===== config.mk =====
export PLATFORM = sky130hd
export DESIGN_NAME = rxwb_batcher
export DESIGN_NICKNAME = d
export VERILOG_FILES = /design/src/rtl/rxwb_pkg.sv /design/src/rtl/rxwb_fifo.sv /design/src/rtl/rxwb_trigger.sv /design/src/rtl/rxwb_burst_ctl.sv /design/src/rtl/rxwb_batcher.sv
export SDC_FILE = /design/constraint.sdc
export NUM_CORES = 1
export LEC_CHECK = 0
export CORE_ASPECT_RATIO = 1.2
export CORE_MARGIN = 3
export CORE_UTILIZATION = 30
export CTS_CLUSTER_DIAMETER = 60
export DETAILED_ROUTE_END_ITERATION = 10
export PLACE_DENSITY = 0.5
export SLEW_MARGIN = 25
export SYNTH_ARGS = -nofsm -noshare
export SYNTH_HDL_FRONTEND = slang
export SYNTH_HIERARCHICAL = 1
export SYNTH_SLANG_ARGS = --single-unit

===== constraint.sdc =====
create_clock -name clk -period 11.3 [get_ports clk]
set_input_delay 1.695 -clock clk [delete_from_list [all_inputs] [get_ports clk]]
set_output_delay 1.695 -clock clk [all_outputs]
set_load 0.05 [all_outputs]

===== src/rtl/rxwb_pkg.sv =====
package rxwb_pkg;

  // Upper descriptor half, least significant field first in memory order
  typedef struct packed {
    logic [15:0] vlan;
    logic [7:0]  err;
    logic [7:0]  stat;
    logic [15:0] csum;
    logic [15:0] len;
  } wb_rec_t;

  typedef enum logic [1:0] {
    ST_IDLE = 2'd0,
    ST_REQ  = 2'd1,
    ST_DATA = 2'd2
  } wb_state_t;

  localparam logic [7:0] STAT_DONE    = 8'h01;
  localparam logic [7:0] ERR_RSV_MASK = 8'hE7;

  function automatic wb_rec_t pack_rec(input logic [15:0] len,
                                       input logic [15:0] csum,
                                       input logic [7:0]  stat,
                                       input logic [7:0]  err,
                                       input logic [15:0] vlan);
    wb_rec_t r;
    r.len  = len;
    r.csum = csum;
    r.stat = stat | STAT_DONE;
    r.err  = err & ERR_RSV_MASK;
    r.vlan = vlan;
    return r;
  endfunction

endpackage


===== src/rtl/rxwb_fifo.sv =====
module rxwb_fifo #(
  parameter int DEPTH = 16,
  parameter int W     = 64,
  localparam int PW   = $clog2(DEPTH),
  localparam int CW   = $clog2(DEPTH + 1)
) (
  input  logic          clk,
  input  logic          rst_n,
  input  logic          push,
  input  logic [W-1:0]  din,
  input  logic          pop,
  output logic [W-1:0]  dout,
  output logic [CW-1:0] count,
  output logic          full
);

  logic [W-1:0]  mem [DEPTH];
  logic [PW-1:0] wp_q, wp_d, rp_q, rp_d;
  logic [CW-1:0] cnt_q, cnt_d;
  logic          cnt_en;

  always_comb begin
    wp_d   = push ? wp_q + 1'b1 : wp_q;
    rp_d   = pop  ? rp_q + 1'b1 : rp_q;
    cnt_en = push ^ pop;
    cnt_d  = push ? cnt_q + 1'b1 : cnt_q - 1'b1;
  end

  always_ff @(posedge clk) begin
    if (push) mem[wp_q] <= din;
  end

  always_ff @(posedge clk or negedge rst_n) begin
    if (!rst_n) begin
      wp_q  <= '0;
      rp_q  <= '0;
      cnt_q <= '0;
    end else begin
      wp_q <= wp_d;
      rp_q <= rp_d;
      if (cnt_en) cnt_q <= cnt_d;
    end
  end

  assign dout  = mem[rp_q];
  assign count = cnt_q;
  assign full  = (cnt_q == CW'(DEPTH));

endmodule


===== src/rtl/rxwb_trigger.sv =====
module rxwb_trigger #(
  parameter int THR_W     = 4,
  parameter int LINE_DESC = 4,
  parameter int QDEPTH    = 16,
  localparam int CNT_W    = $clog2(QDEPTH + 1),
  localparam int EW       = THR_W + $clog2(LINE_DESC) + 1,
  localparam int CMPW     = (EW > CNT_W) ? EW : CNT_W
) (
  input  logic [THR_W-1:0] thresh,
  input  logic             gran,
  input  logic [CNT_W-1:0] count,
  output logic             fire
);

  logic [EW-1:0]   eff_raw;
  logic [CMPW-1:0] eff, cnt_x;

  always_comb begin
    eff_raw = gran ? EW'(thresh) : EW'(thresh) * EW'(LINE_DESC);
    eff     = (eff_raw == '0) ? CMPW'(1) : CMPW'(eff_raw);
    cnt_x   = CMPW'(count);
    fire    = (count != '0) &&
              ((cnt_x >= eff) || (count == CNT_W'(QDEPTH)));
  end

endmodule


===== src/rtl/rxwb_burst_ctl.sv =====
module rxwb_burst_ctl
  import rxwb_pkg::*;
#(
  parameter int ADDR_W    = 32,
  parameter int RING_DESC = 16,
  parameter int QDEPTH    = 16,
  localparam int CNT_W    = $clog2(QDEPTH + 1),
  localparam int IDX_W    = $clog2(RING_DESC),
  localparam int GAP_W    = IDX_W + 1,
  localparam int LW       = (CNT_W > GAP_W) ? CNT_W : GAP_W
) (
  input  logic              clk,
  input  logic              rst_n,
  input  logic              fire,
  input  logic [CNT_W-1:0]  count,
  input  logic [ADDR_W-1:0] base,
  output logic              wr_req,
  input  logic              wr_ack,
  output logic [ADDR_W-1:0] wr_addr,
  output logic [CNT_W-1:0]  wr_len,
  output logic              wr_dvalid,
  input  logic              wr_dready,
  output logic              wr_dlast,
  output logic              pop
);

  wb_state_t       state_q, state_d;
  logic [IDX_W-1:0] idx_q, idx_d;
  logic [CNT_W-1:0] grp_q, grp_d, left_q, left_d;
  logic            state_en, idx_en, grp_en, left_en;
  logic [LW-1:0]   to_end, grp_x, seg_len;

  always_comb begin
    to_end  = LW'(RING_DESC) - LW'(idx_q);
    grp_x   = LW'(grp_q);
    seg_len = (grp_x <= to_end) ? grp_x : to_end;
  end

  always_comb begin
    state_d   = state_q;
    idx_d     = idx_q + 1'b1;
    grp_d     = grp_q;
    left_d    = left_q;
    state_en  = 1'b0;
    idx_en    = 1'b0;
    grp_en    = 1'b0;
    left_en   = 1'b0;
    wr_req    = 1'b0;
    wr_dvalid = 1'b0;
    wr_dlast  = 1'b0;
    pop       = 1'b0;
    unique case (state_q)
      ST_IDLE: begin
        if (fire) begin
          grp_d    = count;
          grp_en   = 1'b1;
          state_d  = ST_REQ;
          state_en = 1'b1;
        end
      end
      ST_REQ: begin
        wr_req = 1'b1;
        if (wr_ack) begin
          left_d   = CNT_W'(seg_len);
          left_en  = 1'b1;
          grp_d    = grp_q - CNT_W'(seg_len);
          grp_en   = 1'b1;
          state_d  = ST_DATA;
          state_en = 1'b1;
        end
      end
      ST_DATA: begin
        wr_dvalid = 1'b1;
        wr_dlast  = (left_q == CNT_W'(1));
        if (wr_dready) begin
          pop     = 1'b1;
          idx_en  = 1'b1;
          left_d  = left_q - 1'b1;
          left_en = 1'b1;
          if (left_q == CNT_W'(1)) begin
            state_d  = (grp_q != '0) ? ST_REQ : ST_IDLE;
            state_en = 1'b1;
          end
        end
      end
      default: begin
        state_d  = ST_IDLE;
        state_en = 1'b1;
      end
    endcase
  end

  always_ff @(posedge clk or negedge rst_n) begin
    if (!rst_n) begin
      state_q <= ST_IDLE;
      idx_q   <= '0;
      grp_q   <= '0;
      left_q  <= '0;
    end else begin
      if (state_en) state_q <= state_d;
      if (idx_en)   idx_q   <= idx_d;
      if (grp_en)   grp_q   <= grp_d;
      if (left_en)  left_q  <= left_d;
    end
  end

  assign wr_addr = base + ADDR_W'({idx_q, 4'h8});
  assign wr_len  = CNT_W'(seg_len);

endmodule


===== src/rtl/rxwb_batcher.sv =====
module rxwb_batcher
  import rxwb_pkg::*;
#(
  parameter int ADDR_W    = 32,
  parameter int QDEPTH    = 16,
  parameter int RING_DESC = 16,
  parameter int THR_W     = 4,
  parameter int LINE_DESC = 4,
  localparam int CNT_W    = $clog2(QDEPTH + 1)
) (
  input  logic              clk,
  input  logic              rst_n,
  input  logic [ADDR_W-1:0] cfg_ring_base,
  input  logic [THR_W-1:0]  cfg_wb_thresh,
  input  logic              cfg_wb_gran,
  input  logic              cmp_valid,
  output logic              cmp_ready,
  input  logic [15:0]       cmp_len,
  input  logic [15:0]       cmp_csum,
  input  logic [7:0]        cmp_stat,
  input  logic [7:0]        cmp_err,
  input  logic [15:0]       cmp_vlan,
  output logic              wr_req,
  input  logic              wr_ack,
  output logic [ADDR_W-1:0] wr_addr,
  output logic [CNT_W-1:0]  wr_len,
  output logic              wr_dvalid,
  input  logic              wr_dready,
  output logic [63:0]       wr_data,
  output logic              wr_dlast
);

  wb_rec_t          rec_in;
  logic             push, pop, full, fire;
  logic [CNT_W-1:0] count;
  logic [63:0]      head;

  assign rec_in    = pack_rec(cmp_len, cmp_csum, cmp_stat, cmp_err, cmp_vlan);
  assign cmp_ready = !full;
  assign push      = cmp_valid && !full;

  rxwb_fifo #(.DEPTH(QDEPTH), .W(64)) u_fifo (
    .clk(clk), .rst_n(rst_n), .push(push), .din(rec_in), .pop(pop),
    .dout(head), .count(count), .full(full)
  );

  rxwb_trigger #(.THR_W(THR_W), .LINE_DESC(LINE_DESC), .QDEPTH(QDEPTH)) u_trig (
    .thresh(cfg_wb_thresh), .gran(cfg_wb_gran), .count(count), .fire(fire)
  );

  rxwb_burst_ctl #(.ADDR_W(ADDR_W), .RING_DESC(RING_DESC), .QDEPTH(QDEPTH)) u_ctl (
    .clk(clk), .rst_n(rst_n), .fire(fire), .count(count), .base(cfg_ring_base),
    .wr_req(wr_req), .wr_ack(wr_ack), .wr_addr(wr_addr), .wr_len(wr_len),
    .wr_dvalid(wr_dvalid), .wr_dready(wr_dready), .wr_dlast(wr_dlast), .pop(pop)
  );

  assign wr_data = head;

endmodule


==> results.ini <==
[critical_path]
reg2reg_from=u_ctl/idx_q[0]
crit_path_start_kind=flip-flop
crit_arrival_ps=4870
path_class=reg -> out
critPathMaxFanout=56
r2r_end=u_ctl/grp_q[4]
r2r_cells=16
r2r_slack_ps=7150
endpoint_kind=primary output
critical_path_required_ps=9610

[clock_network]
path_clk_slew_ps=60
postCtsSetupBuffers=0
ctsResizeCount=0
cts_buffers=106
root_buffer=clkbuf_16
clock_latency_ps=700
htreeDepth=3
cts_buffer_depth=3
cts_tree=yes
clock-sinks=1053
ctsHoldBuffers=0

[layout]
area_growth_pct=19.0
nets=2370
drive_gt1_frac=0.204

[synth]
ys_async_sr_fraction=0.0275
yosysWarningCount=6
synth.avg_cell_area_sq_um=21.4
synth.distinct_cells=54
yosysSeqAreaShare=0.764
synth-edff-count=1024
ys_ff_latch=1053
yosys_most_used_dff=edfxtp_1
syn_area_sq_um=41200
syn_inst=1929

[grt]
grt_max_degree=109
grt_pass1_wl_mm=146
gr-total-overflow=0
grt_pass1_vias=21200
antenna_found_initial=11
track_usage=0.142

[drt]
post-route-drc-count=0
firstDrtPassIters=5
viasPerCell=4.85
wl_per_cell_microns=24.5
vias=20000
first_iter_violations=1316
antenna_left=0
routed_wl_mm=101

[min_path]
hold_class=reg -> reg
hold_depth=2
hp-start=u_ctl/left_q[1]
min_to=u_ctl/left_q[1]

[sta]
fmax_mhz=152
fin_setup_tns_ps=0
finalSetupViolCount=0
tightest_slew_ps=1080
min_period_ps=6560
worst_hold_slack_ps=500
period_share=0.581
maxSlewHeadroom=0.282
rsz0062_at_grt=no
slew_viol_final=0
worst_clock_skew_ps=23.0
hold_viol=0

[die]
core_area_sq_um=136000
die_area_sq_um=142000
ios=211
rows=148
start_util=0.303
die-width_microns=344
die_height_microns=412

[flow_run]
drv_cap=0

[place]
port_buffers=201
gp_congestion=0.768
dpl.hpwl_mm=50.8

[power_and_ir_drop]
peakVddDrop_mv=0.174
power.density_nw_per_um2=271
power_leakage_uw=0.0155

[outcome]
status=completed

==> layout make-up <==
| cell class | count | area, sq um |
|---|---|---|
| Antenna cell | 4 | 10.0 |
| Clock buffer | 135 | 2800 |
| Clock inverter | 65 | 543 |
| Fill cell | 12500 | 87000 |
| Inverter | 29 | 109 |
| Multi-Input combinational cell | 797 | 9460 |
| Sequential cell | 1053 | 31500 |
| Tap cell | 1800 | 2250 |
| Timing Repair Buffer | 242 | 2410 |
==> where the power goes <==
part | leakage (uW) | switching, uW | internal [uW]
clock | 0.00161 | 1460 | 1920
combinational | 0.00426 | 3090 | 1910
sequential | 0.00960 | 218 | 4720
total | 0.0155 | 4770 | 8550
==> kinds of logic after synthesis <==
kind of cell	count (synthesis)	synth area share
DFF	1053	0.764
other	2	0.000182
AOI/OAI and AO/OA	199	0.0351
xor gates and xnor gates	45	0.00956
buffers and inverters	125	0.0144
muxes	270	0.143
and+or+nand+nor	200	0.0227
adders and majority gates	35	0.0112
==> cell usage in the layout (no fill, tap or decap), types with 29 or more instances in the layout <==
| master | netlist | routed |
|---|---|---|
| a22oi_1 | 130 | 130 |
| buf_4 | 23 | 33 |
| clkbuf_16 | 0 | 108 |
| clkdlybuf4s50_1 | 0 | 201 |
| clkinv_1 | 0 | 30 |
| conb_1 | 2 | 48 |
| edfxtp_1 | 1024 | 1024 |
| ha_1 | 32 | 32 |
| inv_1 | 29 | 29 |
| mux4_2 | 256 | 256 |
| nand2_1 | 100 | 100 |
| xnor2_1 | 36 | 36 |
==> metrics by stage <==
step / setup WS [ps] / area, sq um / cells / utilization / power (uW)
after floorplan: 4070 / 41400 / 1975 / - / 8450
after global placement: 4930 / 45600 / 3918 / 0.335 / 10000
after detailed placement: 4880 / 45600 / 3918 / 0.335 / 10100
after CTS: 4420 / 49000 / 4118 / 0.360 / 13500
after global routing: 4510 / 49100 / 4121 / 0.360 / 14000
final: 4740 / 49100 / 4125 / 0.361 / 13300
==> synth_stat cells (2+ instances only) <==
cell | number | area [sq um]
nor4b_1 | 3 | 26.3
a21oi_1 | 18 | 90.1
buf_1 | 20 | 75.1
ha_1 | 32 | 400
a21boi_0 | 2 | 15.0
conb_1 | 2 | 7.51
mux2i_1 | 10 | 100
o41ai_1 | 2 | 17.5
and2_1 | 5 | 31.3
buf_2 | 12 | 60.1
nand3_1 | 13 | 65.1
o31ai_1 | 2 | 15.0
a221o_1 | 2 | 20.0
buf_6 | 3 | 33.8
nor2b_1 | 9 | 56.3
nand2_1 | 100 | 375
buf_4 | 23 | 173
a22oi_1 | 130 | 976
nor2_1 | 30 | 113
dfrtp_1 | 29 | 726
o2111ai_1 | 2 | 17.5
a21o_1 | 8 | 60.1
o211ai_1 | 4 | 30.0
and3_1 | 5 | 31.3
or4_4 | 2 | 22.5
o21a_1 | 2 | 15.0
xnor2_1 | 36 | 315
o21ai_0 | 19 | 95.1
nand2b_1 | 6 | 37.5
edfxtp_1 | 1024 | 30700
nor3b_1 | 3 | 22.5
nor3_1 | 9 | 45.0
clkbuf_1 | 38 | 143
xor2_1 | 9 | 78.8
inv_1 | 29 | 109
mux4_2 | 256 | 5770
nand4_1 | 8 | 50.1
mux2_2 | 4 | 45.0
fa_1 | 3 | 60.1
==> worst max-delay path: stages, from the launching register on <==
cell and delay (ps):
dfrtp_4 900, buf_4 740, buf_4 790, mux4_2 410
a22oi_1 230, nand2_1 170, clkdlybuf4s50_1 810
==> state kept, by name, indices dropped and copies added (netlist names) <==
register       cells
u_ctl/state_q      2
u_fifo/mem      1024
u_ctl/grp_q        5
u_fifo/rp_q        4
u_ctl/left_q       5
u_fifo/count       5
u_fifo/wp_q        4
u_ctl/idx_q        4
==> layer usage <==
layer | track usage | routed length [microns] | vias up
li1 | - | - | 8629
met1 | 0.184 | 43000 | 10800
met2 | 0.243 | 50800 | 458
met3 | 0.0300 | 5610 | 136
met4 | 0.0373 | 1770 | 8
met5 | 0 | 47 | -
==> worst max path at each step <==
stage | slack (ps) | from | end
after floorplan | 4070 | cmp_valid | u_fifo/mem[3][0]
after global placement | 4930 | cfg_ring_base[8] | wr_addr[31]
after detailed placement | 4880 | cfg_ring_base[8] | wr_addr[31]
after CTS | 4420 | u_fifo/rp_q[0] | wr_data[53]
after global routing | 4510 | u_fifo/rp_q[1] | wr_data[5]
final | 4740 | u_fifo/rp_q[1] | wr_data[5]
Note: power is estimated with default switching activity, not from simulation.
